### src/rtl/nr_pkg.sv
// Package: shared value codes and the per-tier presence record.
// Assumes: every module of the resolver uses these codes unchanged.
package nr_pkg;

    localparam int CODE_W = 3;

    typedef enum logic [CODE_W-1:0] {
        NV_Z  = 3'b000,
        NV_W0 = 3'b001,
        NV_W1 = 3'b010,
        NV_S0 = 3'b011,
        NV_S1 = 3'b100,
        NV_U  = 3'b111
    } nv_e;

    // One bit for each class of value seen on the net
    typedef struct packed {
        logic u;
        logic s0;
        logic s1;
        logic w0;
        logic w1;
    } nv_seen_t;

    localparam int SEEN_W = $bits(nv_seen_t);

endpackage

### src/rtl/nr_classify.sv
// Module: maps one driver code to its class bits.
// Assumes: any code outside the five legal non-U values counts as a conflict.
module nr_classify
    import nr_pkg::*;
(
    input  logic [CODE_W-1:0] code,
    output nv_seen_t          seen
);

    // Decode the driver code into exactly one class bit (none for Z)
    always_comb begin
        seen = '0;
        case (code)
            NV_Z:    seen = '0;
            NV_W0:   seen.w0 = 1'b1;
            NV_W1:   seen.w1 = 1'b1;
            NV_S0:   seen.s0 = 1'b1;
            NV_S1:   seen.s1 = 1'b1;
            default: seen.u  = 1'b1;
        endcase
    end

endmodule

### src/rtl/nr_seen_merge.sv
// Module: ORs the class bits of K drivers into one presence record.
// Assumes: K >= 1; record i sits in bits SEEN_W*i+SEEN_W-1 .. SEEN_W*i.
module nr_seen_merge
    import nr_pkg::*;
#(
    parameter int K = 8
) (
    input  logic [K*SEEN_W-1:0] seen_vec,
    output nv_seen_t            seen_all
);

    // Accumulate presence across all drivers; OR is order-free by nature
    always_comb begin
        seen_all = '0;
        for (int i = 0; i < K; i++) begin
            seen_all = seen_all | nv_seen_t'(seen_vec[i*SEEN_W +: SEEN_W]);
        end
    end

endmodule

### src/rtl/nr_decide.sv
// Module: turns a presence record into the resolved net code.
// Assumes: record comes from nr_seen_merge; output is always a legal code.
module nr_decide
    import nr_pkg::*;
(
    input  nv_seen_t          seen,
    output logic [CODE_W-1:0] code,
    output logic              is_conf
);

    // Walk the strength tiers from strongest to weakest
    always_comb begin
        if (seen.u || (seen.s0 && seen.s1)) begin
            code = NV_U;
        end else if (seen.s1) begin
            code = NV_S1;
        end else if (seen.s0) begin
            code = NV_S0;
        end else if (seen.w0 && seen.w1) begin
            code = NV_U;
        end else if (seen.w1) begin
            code = NV_W1;
        end else if (seen.w0) begin
            code = NV_W0;
        end else begin
            code = NV_Z;
        end
    end

    // Conflict flag comes straight from the tier checks
    always_comb begin
        is_conf = seen.u || (seen.s0 && seen.s1)
                  || (!seen.s0 && !seen.s1 && seen.w0 && seen.w1);
    end

endmodule

### src/rtl/nr_net_resolver.sv
// Module: top of the six-valued shared-net resolver.
// Assumes: K >= 1; REG_OUT=1 adds a one-cycle output register, 0 is combinational.
module nr_net_resolver
    import nr_pkg::*;
#(
    parameter int K       = 8,
    parameter bit REG_OUT = 1'b1
) (
    input  logic              clk,
    input  logic              rst_n,
    input  logic              in_valid,
    input  logic [K*3-1:0]    drivers,
    output logic              out_valid,
    output logic [2:0]        net_val,
    output logic              conflict
);

    localparam int SEEN_BITS = K * SEEN_W;

    logic [SEEN_BITS-1:0] seen_vec;
    nv_seen_t             seen_all;
    logic [CODE_W-1:0]    res_code;
    logic                 res_conf;

    // One classifier per driver
    for (genvar g = 0; g < K; g++) begin : g_cls
        nv_seen_t seen_one;
        nr_classify u_cls (
            .code (drivers[g*CODE_W +: CODE_W]),
            .seen (seen_one)
        );
        assign seen_vec[g*SEEN_W +: SEEN_W] = seen_one;
    end

    nr_seen_merge #(.K(K)) u_merge (
        .seen_vec (seen_vec),
        .seen_all (seen_all)
    );

    nr_decide u_decide (
        .seen    (seen_all),
        .code    (res_code),
        .is_conf (res_conf)
    );

    if (REG_OUT) begin : g_reg
        logic              vld_q;
        logic [CODE_W-1:0] val_q;
        logic              conf_q;

        // Capture the result on a valid vector; hold it otherwise
        always_ff @(posedge clk) begin
            if (!rst_n) begin
                vld_q  <= 1'b0;
                val_q  <= NV_Z;
                conf_q <= 1'b0;
            end else begin
                vld_q <= in_valid;
                if (in_valid) begin
                    val_q  <= res_code;
                    conf_q <= res_conf;
                end
            end
        end

        assign out_valid = vld_q;
        assign net_val   = val_q;
        assign conflict  = conf_q;

        AST_CODE_LEGAL: assert property (@(posedge clk) disable iff (!rst_n)
            (net_val != 3'b101) && (net_val != 3'b110));
        AST_FLAG_MATCH: assert property (@(posedge clk) disable iff (!rst_n)
            conflict == (net_val == NV_U));
        AST_VALID_LAT: assert property (@(posedge clk) disable iff (!rst_n)
            in_valid |=> out_valid);
        AST_HOLD_IDLE: assert property (@(posedge clk) disable iff (!rst_n)
            !in_valid |=> ($stable(net_val) && $stable(conflict) && !out_valid));
        AST_U_DOMINATES: assert property (@(posedge clk) disable iff (!rst_n)
            (in_valid && seen_all.u) |=> (net_val == NV_U));
        AST_ALL_Z: assert property (@(posedge clk) disable iff (!rst_n)
            (in_valid && (drivers == '0)) |=> (net_val == NV_Z));
    end else begin : g_comb
        assign out_valid = in_valid;
        assign net_val   = res_code;
        assign conflict  = res_conf;
    end

endmodule

### config.mk
export PLATFORM = sky130hd
export DESIGN_NAME = nr_net_resolver
export DESIGN_NICKNAME = d
export VERILOG_FILES = /design/src/rtl/nr_pkg.sv /design/src/rtl/nr_classify.sv /design/src/rtl/nr_seen_merge.sv /design/src/rtl/nr_decide.sv /design/src/rtl/nr_net_resolver.sv
export SDC_FILE = /design/constraint.sdc
export NUM_CORES = 1
export LEC_CHECK = 0
export ABC_AREA = 0
export ABC_CLOCK_PERIOD_IN_PS = 1000
export BUFFER_PORTS_ARGS = -buffer_cell sky130_fd_sc_hd__buf_2
export CORE_MARGIN = 8
export CORE_UTILIZATION = 38
export DETAILED_ROUTE_END_ITERATION = 8
export GPL_TIMING_DRIVEN = 1
export PLACE_DENSITY = 0.75
export SYNTH_ARGS = -nofsm -noshare
export SYNTH_HDL_FRONTEND = slang
export SYNTH_SLANG_ARGS = --single-unit
### constraint.sdc
create_clock -name clk -period 1 [get_ports clk]
set_input_delay 0.1 -clock clk [delete_from_list [all_inputs] [get_ports clk]]
set_output_delay 0.1 -clock clk [all_outputs]
set_load 0.01 [all_outputs]
======== Word level (Yosys, flattened, before mapping) ========
Cells that the tools add are included.
storage, ports and cells
  register bits after elaboration ......... 5
  logic and storage cells ................. 113
operators by class
  muxes and demuxes ....................... 46
  eq/ne operators ......................... 32
  bitwise operators ....................... 7
  reduce and logical (&&, ||, !) cells .... 25
operators with widths
  cell                  count
  $eq A3 B2 Y1 const B  16
  $mux W1               41
  $reduce_or A5 Y1      8
  $or A5 B5 Y5          7
  $eq A3 B1 Y1 const B  8
  $eq A3 B3 Y1 const B  8
  $logic_not A3 Y1      8
  $mux W3               5
  $logic_and A1 B1 Y1   5
  $logic_not A1 Y1      2
  $logic_or A1 B1 Y1    2

======== Depth between registers and ports, before layout ========
Gate-level depths: netlist of run 1.
  depth after elaboration ................. 16
  gate-level depth with buffers ........... 5
  gate-level depth less buffers ........... 5

======== Cells and area by module ========
Synthesis of run 1 repeated with hierarchy kept, for this count alone.
second synthesis, totals
  cells, all modules ...................... 79
  area, all modules ....................... 639.4 um^2
modules (own cells, without submodules)
  module           times used  seq. area each (um^2)  cells each  area an instance (um^2)
  nr_classify      8           0.0                    5           40.0
  nr_net_resolver  1           100.1                  15          183.9
  nr_seen_merge    1           0.0                    15          81.3
  nr_decide        1           0.0                    9           53.8

======== Worst setup path before layout of run 1 ========
Ideal clock, no wire load.
  path kind ............................... input to register
  start ................................... in drivers[8]
  end ..................................... reg g_reg.conf_q (netlist: conflict)
  setup slack ............................. -0.055 ns
  buffers on the path ..................... 0
  stages on the path ...................... 5
  arrival time ............................ 0.935 ns
  cells stage by stage .................... nor3b_2 a2111oi_4 and3_4 o21a_1 a21oi_1
on the way
  longest elaborated chain between the ends .. 13
  elaborated cells on any way between the ends .. 25
  classes of those cells .................. eq/ne (4); mux (5); bitwise (6); reduce/logical (10)
ends and longest elaborated chain
  element                                                   line                   text
  start, declared                                           nr_net_resolver.sv:12  input logic [K*3-1:0] drivers,
  branches (longest 2 deep; another with $reduce_or A5 Y1)  -
  $or A5 B5 Y5 * (6 in a row)                               nr_seen_merge.sv:16    seen_all = seen_all | nv_seen_t'(seen_vec[i*SEEN_W +: SEEN_W]);
  $logic_not A1 Y1                                          nr_decide.sv:33        || (!seen.s0 && !seen.s1 && seen.w0 && seen.w1);
  $logic_and A1 B1 Y1 (3 in a row)                          nr_decide.sv:33
  $logic_or A1 B1 Y1 *                                      nr_decide.sv:33
  end signal, assigned                                      nr_net_resolver.sv:61  conf_q <= res_conf;
  end, declared                                             nr_net_resolver.sv:49  logic conf_q;
Mark *: on every way between the ends.
A chain may end at the register's enable or synchronous reset.

======== Final worst setup path of run 1 ========
  start ................................... in drivers[17]
  end ..................................... reg g_reg.conf_q (netlist: conflict)
on the way
  longest elaborated chain between the ends .. 10
  elaborated cells on any way between the ends .. 22
  classes of those cells .................. eq/ne (4); mux (5); bitwise (3); reduce/logical (10)
ends and longest elaborated chain
  element                                                   line
  branches (longest 2 deep; another with $reduce_or A5 Y1)  -
  $or A5 B5 Y5 * (3 in a row)                               nr_seen_merge.sv:16
  $logic_not A1 Y1                                          nr_decide.sv:33
  $logic_and A1 B1 Y1 (3 in a row)                          nr_decide.sv:33
  $logic_or A1 B1 Y1 *                                      nr_decide.sv:33
Marked as above.

==> impl_metrics.env, run 1 <==
export IMPL_place_congestion=0.855
export IMPL_powerDensity_mw_per_mm2=867
export IMPL_ff2ff_setup_slack_ps=350
export IMPL_synthAdderAreaFrac_pct=0
export IMPL_cap_violations=0
export IMPL_die_area_mm2=0.00309
export IMPL_grt_antenna_before_repair=0
export IMPL_syn_inst=82
export IMPL_crit_family="compound AO/OA/AOI/OAI gates"
export IMPL_synthArstFlopShare_pct=0
export IMPL_hold_end="out_valid"
export IMPL_grt_total_usage_pct=11.8
export IMPL_grt_pass1_wl_um=3150
export IMPL_avgSynthCellArea_um2=7.28
export IMPL_crit_slowest_cell="a2111oi_4"
export IMPL_synth_top_cell_area_share_pct=16.8
export IMPL_dpl_worst_slack_ps=-200
export IMPL_drc=0
export IMPL_yosys_top_cells_count="12 x nor3b_1, 12 x o21ai_0, 11 x nor2_1, 8 x nand3b_1"
export IMPL_crit_fanout=5
export IMPL_layout_drive_gt1_share_pct=41.9
export IMPL_fin_nets=157
export IMPL_vdd_drop_max_v=0.000444
export IMPL_synth_area_um2=597
export IMPL_yosysWarningCount=0
export IMPL_critPathRequiredTime_ps=1130
export IMPL_antennaDiodeCount=0
export IMPL_path_clk_slew_ps=50
export IMPL_fmaxAchievable_ghz=1.04
export IMPL_cp_startpoint="drivers[17]"
export IMPL_finalCriticalPeriod_ps=962
export IMPL_hold_path_class="input pin to flop"
export IMPL_grt_max_degree=7
export IMPL_min_path_cells=2
export IMPL_worstPathArrival_ps=1090
export IMPL_cp_cell_sequence="buf_2, nor3b_4, a2111oi_4, and3_4, o21a_1, a21oi_2"
export IMPL_worstSetupPathType="input pin to flop"
export IMPL_rows=14
export IMPL_layoutNonFillerInstCount=145
export IMPL_dp_cells=141
export IMPL_drtAntennaViolNets=0
export IMPL_start_util_pct=40.1
export IMPL_vias=766
export IMPL_synth_fp_nets=109
export IMPL_drtPass1Iterations=4
export IMPL_cp_end_kind="flop"
export IMPL_cts_sinks=5
export IMPL_synthDistinctLibCells=19
export IMPL_synth_compound_gate_area_share_pct=25.4
export IMPL_cp_start_kind="input pin"
export IMPL_r2r_start="conflict"
export IMPL_cts_max_path_buffers=2
export IMPL_grt_ovfl_total=0
export IMPL_root_buffer="clkbuf_4"
export IMPL_worst_slew_margin_rel_pct=80.9
export IMPL_fp_dieW_um=55.6
export IMPL_clock_latency_ps=240
export IMPL_routed_wl_um=1830
export IMPL_synth_top_family_by_area="simple AND/OR/NAND/NOR gates"
export IMPL_hpwlAfterDp_um=1570
export IMPL_die_h_um=55.6
export IMPL_yosysSeqAreaShare_pct=16.8
export IMPL_grt_pass1_vias=772
export IMPL_yosys_mux_area_fraction_pct=0
export IMPL_avgRoutedWirePerCell_um=12.6
export IMPL_ctsHoldBuffers=0
export IMPL_worst_path_buf_inv=1
export IMPL_fin_crit_sh_pct=96.2
export IMPL_ys_flop_type="dfxtp_1"
export IMPL_hp_start="rst_n"
export IMPL_synth_top_cell_by_area="dfxtp_1"
export IMPL_synth_seq_cells=5
export IMPL_routed_via_density=5.28
export IMPL_htreeDepth=1
export IMPL_reg2reg_depth=2
export IMPL_critPathMaxStageDelay_ps=300
export IMPL_setup_viol=0
export IMPL_drt_iter0_drc=15
export IMPL_cts_made_buffers=3
export IMPL_clock_skew_ps=0
export IMPL_area_growth_pct=51.4
export IMPL_synthXorXnorAreaFrac_pct=0
export IMPL_p_leak_nw=0.391
export IMPL_r2r_end="conflict"
export IMPL_synth_edf_count=0
export IMPL_status="finished, final reports clean"
export IMPL_synth_area_leaders="dfxtp_1 17%, nor3b_1 15%, o21ai_0 10%, nand3b_1 10%, nor2_1 6.9%"
export IMPL_yosys_area_share_simple_pct=57.9
export IMPL_drv_slew=0
export IMPL_hold_viol=0
export IMPL_core_area_mm2=0.00149
export IMPL_worst_slew_pin_slew_ps=284
export IMPL_setup_slack_ps=37.6
export IMPL_cts_tree="done"
export IMPL_port_buffers=31
export IMPL_io_pin_count=32
## layout by cell type (no fill, tap or decap)
master,instances
o21ai_0,12
o21a_1,1
nor2_1,11
clkbuf_1,1
a21oi_2,1
dfxtp_1,5
buf_2,31
clkbuf_4,3
a21oi_1,6
a31oi_1,1
nor3b_2,2
and3_4,1
nor3b_1,12
a2111oi_4,1
nand3b_1,8
nand3_1,3
and2_1,2
nor3_2,1
nand2_1,7
buf_4,12
nor4_1,1
nor3b_4,1
a22oi_1,2
nor4_4,1
nand4_1,3
## layout make-up
cell class	instances	area [um^2]
clock buffer	4	26.3
sequential	5	100
fill	126	586
tap	16	20.0
timing repair buffer	43	245
multi-input combinational	77	512
## worst register-to-register path: cells and delay by family, from the launching register on
family / cells / cell delay (ps)
flip-flops: 1 / 300
AO/OA/AOI/OAI: 2 / 240
## stage by stage
step,hold WS [ps],TNS (ps),area [um^2],utilization [%],total power [mW]
3_5_place_dp,366,-728,868,58.3,0.542
6_report,114,0,903,60.7,0.783
4_1_cts,114,0,895,60.1,0.782
5_1_grt,134,-6.74,903,60.7,0.847
2_1_floorplan,222,-31.0,603,-,0.372
3_3_place_gp,357,-735,868,58.3,0.534
## registers in the layout, indices dropped and copies added (netlist names)
register,count
conflict,1
out_valid,1
net_val,3
## routing by layer
layer / wire length, um / part of all wire, % / global-route usage [%]
met5: 0 / 0 / 0
met4: 23 / 1.3 / 4.23
met3: 115 / 6.3 / 3.88
met2: 830 / 45 / 20.0
met1: 859 / 47 / 13.2
## repair_timing
action                     4_1_cts  5_1_grt
buffers inserted                 0        0
gates resized for setup          0        2
setup endpoints to repair        0        3
## kinds of logic after synthesis
logic type       Yosys count
AND/OR/NAND/NOR           53
AO/OA/AOI/OAI             24
flip-flops                 5
## where the power goes
group          leakage, nW  switching (mW)  internal (mW)  total [mW]
sequential          0.0419         0.00510          0.214       0.219
combinational        0.335           0.162          0.161       0.323
clock               0.0150          0.0893          0.151       0.241
## worst max path at each step
stage,endpoint,slack [ps],cells past startpoint
5_1_grt,conflict,-7,6
6_report,conflict,40,6
3_5_place_dp,net_val[1],-200,6
3_3_place_gp,net_val[0],-200,6
2_1_floorplan,conflict,-30,5
4_1_cts,conflict,40,6
Note: power is estimated with default switching activity, not from simulation.
==> inputs of run 2 (changes only) <==
PLACE_DENSITY = 0.74   (was 0.75)
SYNTH_HIERARCHICAL = 1   (was not set)
==> run 2 against run 1 <==
Effect of this change: the run now ends with setup timing left; register-to-register slack better by 40 ps; flip-flop and latch count unchanged; clock power fell by 4%; synthesized cell count fell by 3.7%; area after synthesis grew 7.1%; non-clock buffer count shrank 1; clock-buffer cell count is the same; clock skew is the same; via count increased by 5.5%; setup slack worse by 320 ps; critical path type unchanged.
==> impl_metrics.env, run 2 <==
export IMPL_layout_drive_gt1_share_pct=59.7
export IMPL_worstSetupPathType="input pin to flop"
export IMPL_die_area_mm2=0.00325
export IMPL_cap_violations=0
export IMPL_synthDistinctLibCells=16
export IMPL_port_buffers=31
export IMPL_grt_pass1_wl_um=3610
export IMPL_rsz0062_at_grt="true"
export IMPL_post_synth_top_count_cell="nor3b_1"
export IMPL_crit_slowest_cell="nor4_4"
export IMPL_root_buffer="clkbuf_4"
export IMPL_clock_latency_ps=240
export IMPL_clock_skew_ps=0
export IMPL_fin_nets=152
export IMPL_fin_crit_sh_pct=128
export IMPL_grt_ovfl_total=0
export IMPL_synth_area_leaders="nor3b_1 28%, dfxtp_1 16%, and3b_2 13%, nor4_1 9.8%, o21a_1 9.4%"
export IMPL_synth_top_cell_area_share_pct=28.2
export IMPL_drv_slew=0
export IMPL_yosys_top_cells_count="24 x nor3b_1, 10 x nor4_1, 8 x and3b_2, 8 x o21a_1"
export IMPL_setup_viol=4
export IMPL_cts_tree="done"
export IMPL_grt_pass1_vias=830
export IMPL_die_h_um=57.0
export IMPL_p_leak_nw=0.486
export IMPL_cp_cell_sequence="buf_8, and3b_2, nor4_4, nand2_2, a21oi_2, o41ai_2, mux2i_1, nor2b_1"
export IMPL_synth_top_cell_by_area="nor3b_1"
export IMPL_worstPathArrival_ps=1410
export IMPL_ys_flop_type="dfxtp_1"
export IMPL_cts_sinks=5
export IMPL_start_util_pct=38.7
export IMPL_power_mw=0.903
export IMPL_avgSynthCellArea_um2=8.09
export IMPL_hold_path_class="input pin to flop"
export IMPL_critPathRequiredTime_ps=1130
export IMPL_cp_start_kind="input pin"
export IMPL_status="finished, violations left"
export IMPL_cts_max_path_buffers=2
export IMPL_rows=15
export IMPL_cts_setup_buffers=0
export IMPL_crit_fanout=5
export IMPL_area_growth_pct=83.6
export IMPL_placed_area_um2=891
export IMPL_setup_slack_ps=-278
export IMPL_fin_area_mm2=0.00117
export IMPL_cts_made_buffers=3
export IMPL_synth_seq_cells=5
export IMPL_hpwlAfterDp_um=1730
export IMPL_fmaxAchievable_ghz=0.783
export IMPL_hold_viol=0
export IMPL_drtAntennaViolNets=0
export IMPL_powerDensity_mw_per_mm2=770
export IMPL_vias=808
export IMPL_htreeDepth=1
export IMPL_core_area_mm2=0.00165
export IMPL_violations="setup timing"
export IMPL_layout_commonest_cell="nor3b_1"
export IMPL_grt_total_usage_pct=13.4
export IMPL_routed_via_density=5.73
export IMPL_synth_area_um2=639
export IMPL_worst_slew_pin_slew_ps=411
export IMPL_cp_end_kind="flop"
export IMPL_yosysWarningCount=6
export IMPL_synth_edf_count=0
export IMPL_grt_max_degree=6
export IMPL_path_clk_slew_ps=50
export IMPL_finalCriticalPeriod_ps=1280
export IMPL_fp_dieW_um=57.0
export IMPL_synthArstFlopShare_pct=0
export IMPL_layoutNonFillerInstCount=141
export IMPL_place_congestion=0.916
export IMPL_avgRoutedWirePerCell_um=17.7
export IMPL_critPathMaxStageDelay_ps=320
export IMPL_antennaDiodeCount=0
export IMPL_drtPass1Iterations=2
export IMPL_yosysSeqAreaShare_pct=15.7
export IMPL_dp_cells=137
export IMPL_worst_slew_margin_rel_pct=72.5
export IMPL_vdd_drop_max_v=0.000742
export IMPL_routed_wl_um=2490
export IMPL_synth_fp_nets=106
export IMPL_drc=0
export IMPL_io_pin_count=32
export IMPL_drt_iter0_drc=8
export IMPL_syn_inst=79
export IMPL_final_cell_mix="22 x nor3b_1, 17 x buf_6, 13 x buf_2"
export IMPL_grt_antenna_before_repair=0
export IMPL_largest_register_ffs=3
## run 2: cells by family after synthesis
family / count (synthesis) / synth area share [%]
AOI/OAI and AO/OA: 13 / 15.5
buffers and inverters: 3 / 2.94
DFF: 5 / 15.7
muxes: 4 / 6.26
and+or+nand+nor: 54 / 59.7
## run 2: final timing paths
kind	startpoint	end	slack, ps	depth (start not counted)
setup / recovery	drivers[15]	conflict	-280	8
hold / removal	rst_n	conflict	120	2
setup reg to reg	net_val[2]	net_val[2]	390	2
hold reg to reg	conflict	conflict	530	2
## run 2: critical path, delay by kind of cell
kind	cells	cell delay, ps
AO/OA/AOI/OAI	2	270
buffers and inverters	1	100
multiplexers	1	150
AND/OR/NAND/NOR	4	790
## run 2: metrics by stage
stage / TNS [ps] / worst slack [ps] / hold slack, ps / utilization (%)
2_1_floorplan: -646 / -190 / 228 / -
3_3_place_gp: -1760 / -497 / 361 / 53.9
3_5_place_dp: -2140 / -566 / 375 / 53.9
4_1_cts: -775 / -228 / 118 / 65.0
5_1_grt: -1100 / -305 / 125 / 71.1
6_report: -940 / -278 / 122 / 71.1
## run 2: what timing repair did
item / in CTS / in global routing
gates resized for setup: 38 / 22
setup endpoints to repair: 4 / 4
pin swaps: 18 / 13
hold buffers: 0 / 0
## run 2: power breakdown
| group | total, mW | internal [mW] | switching (mW) |
|---|---|---|---|
| combinational | 0.451 | 0.238 | 0.213 |
| sequential | 0.221 | 0.214 | 0.00614 |
| clock | 0.231 | 0.151 | 0.0807 |
| total | 0.903 | 0.603 | 0.300 |
## run 2: area by class of cell
type,instances,area [um^2]
Multi-Input combinational cell,71,657
Fill cell,121,478
Timing Repair Buffer,42,362
Sequential cell,5,100
Clock buffer,4,26.3
Tap cell,17,21.3
Inverter,2,7.51
## run 2: routing by layer
metal  global-route usage (%)  part of all wire (%)  vias up
met5                        0                     0        -
li1                         -                     -      398
met1                     13.7                    40      379
met3                     3.77                   5.3        6
met4                     7.38                   2.9        0
met2                     23.6                    52       25
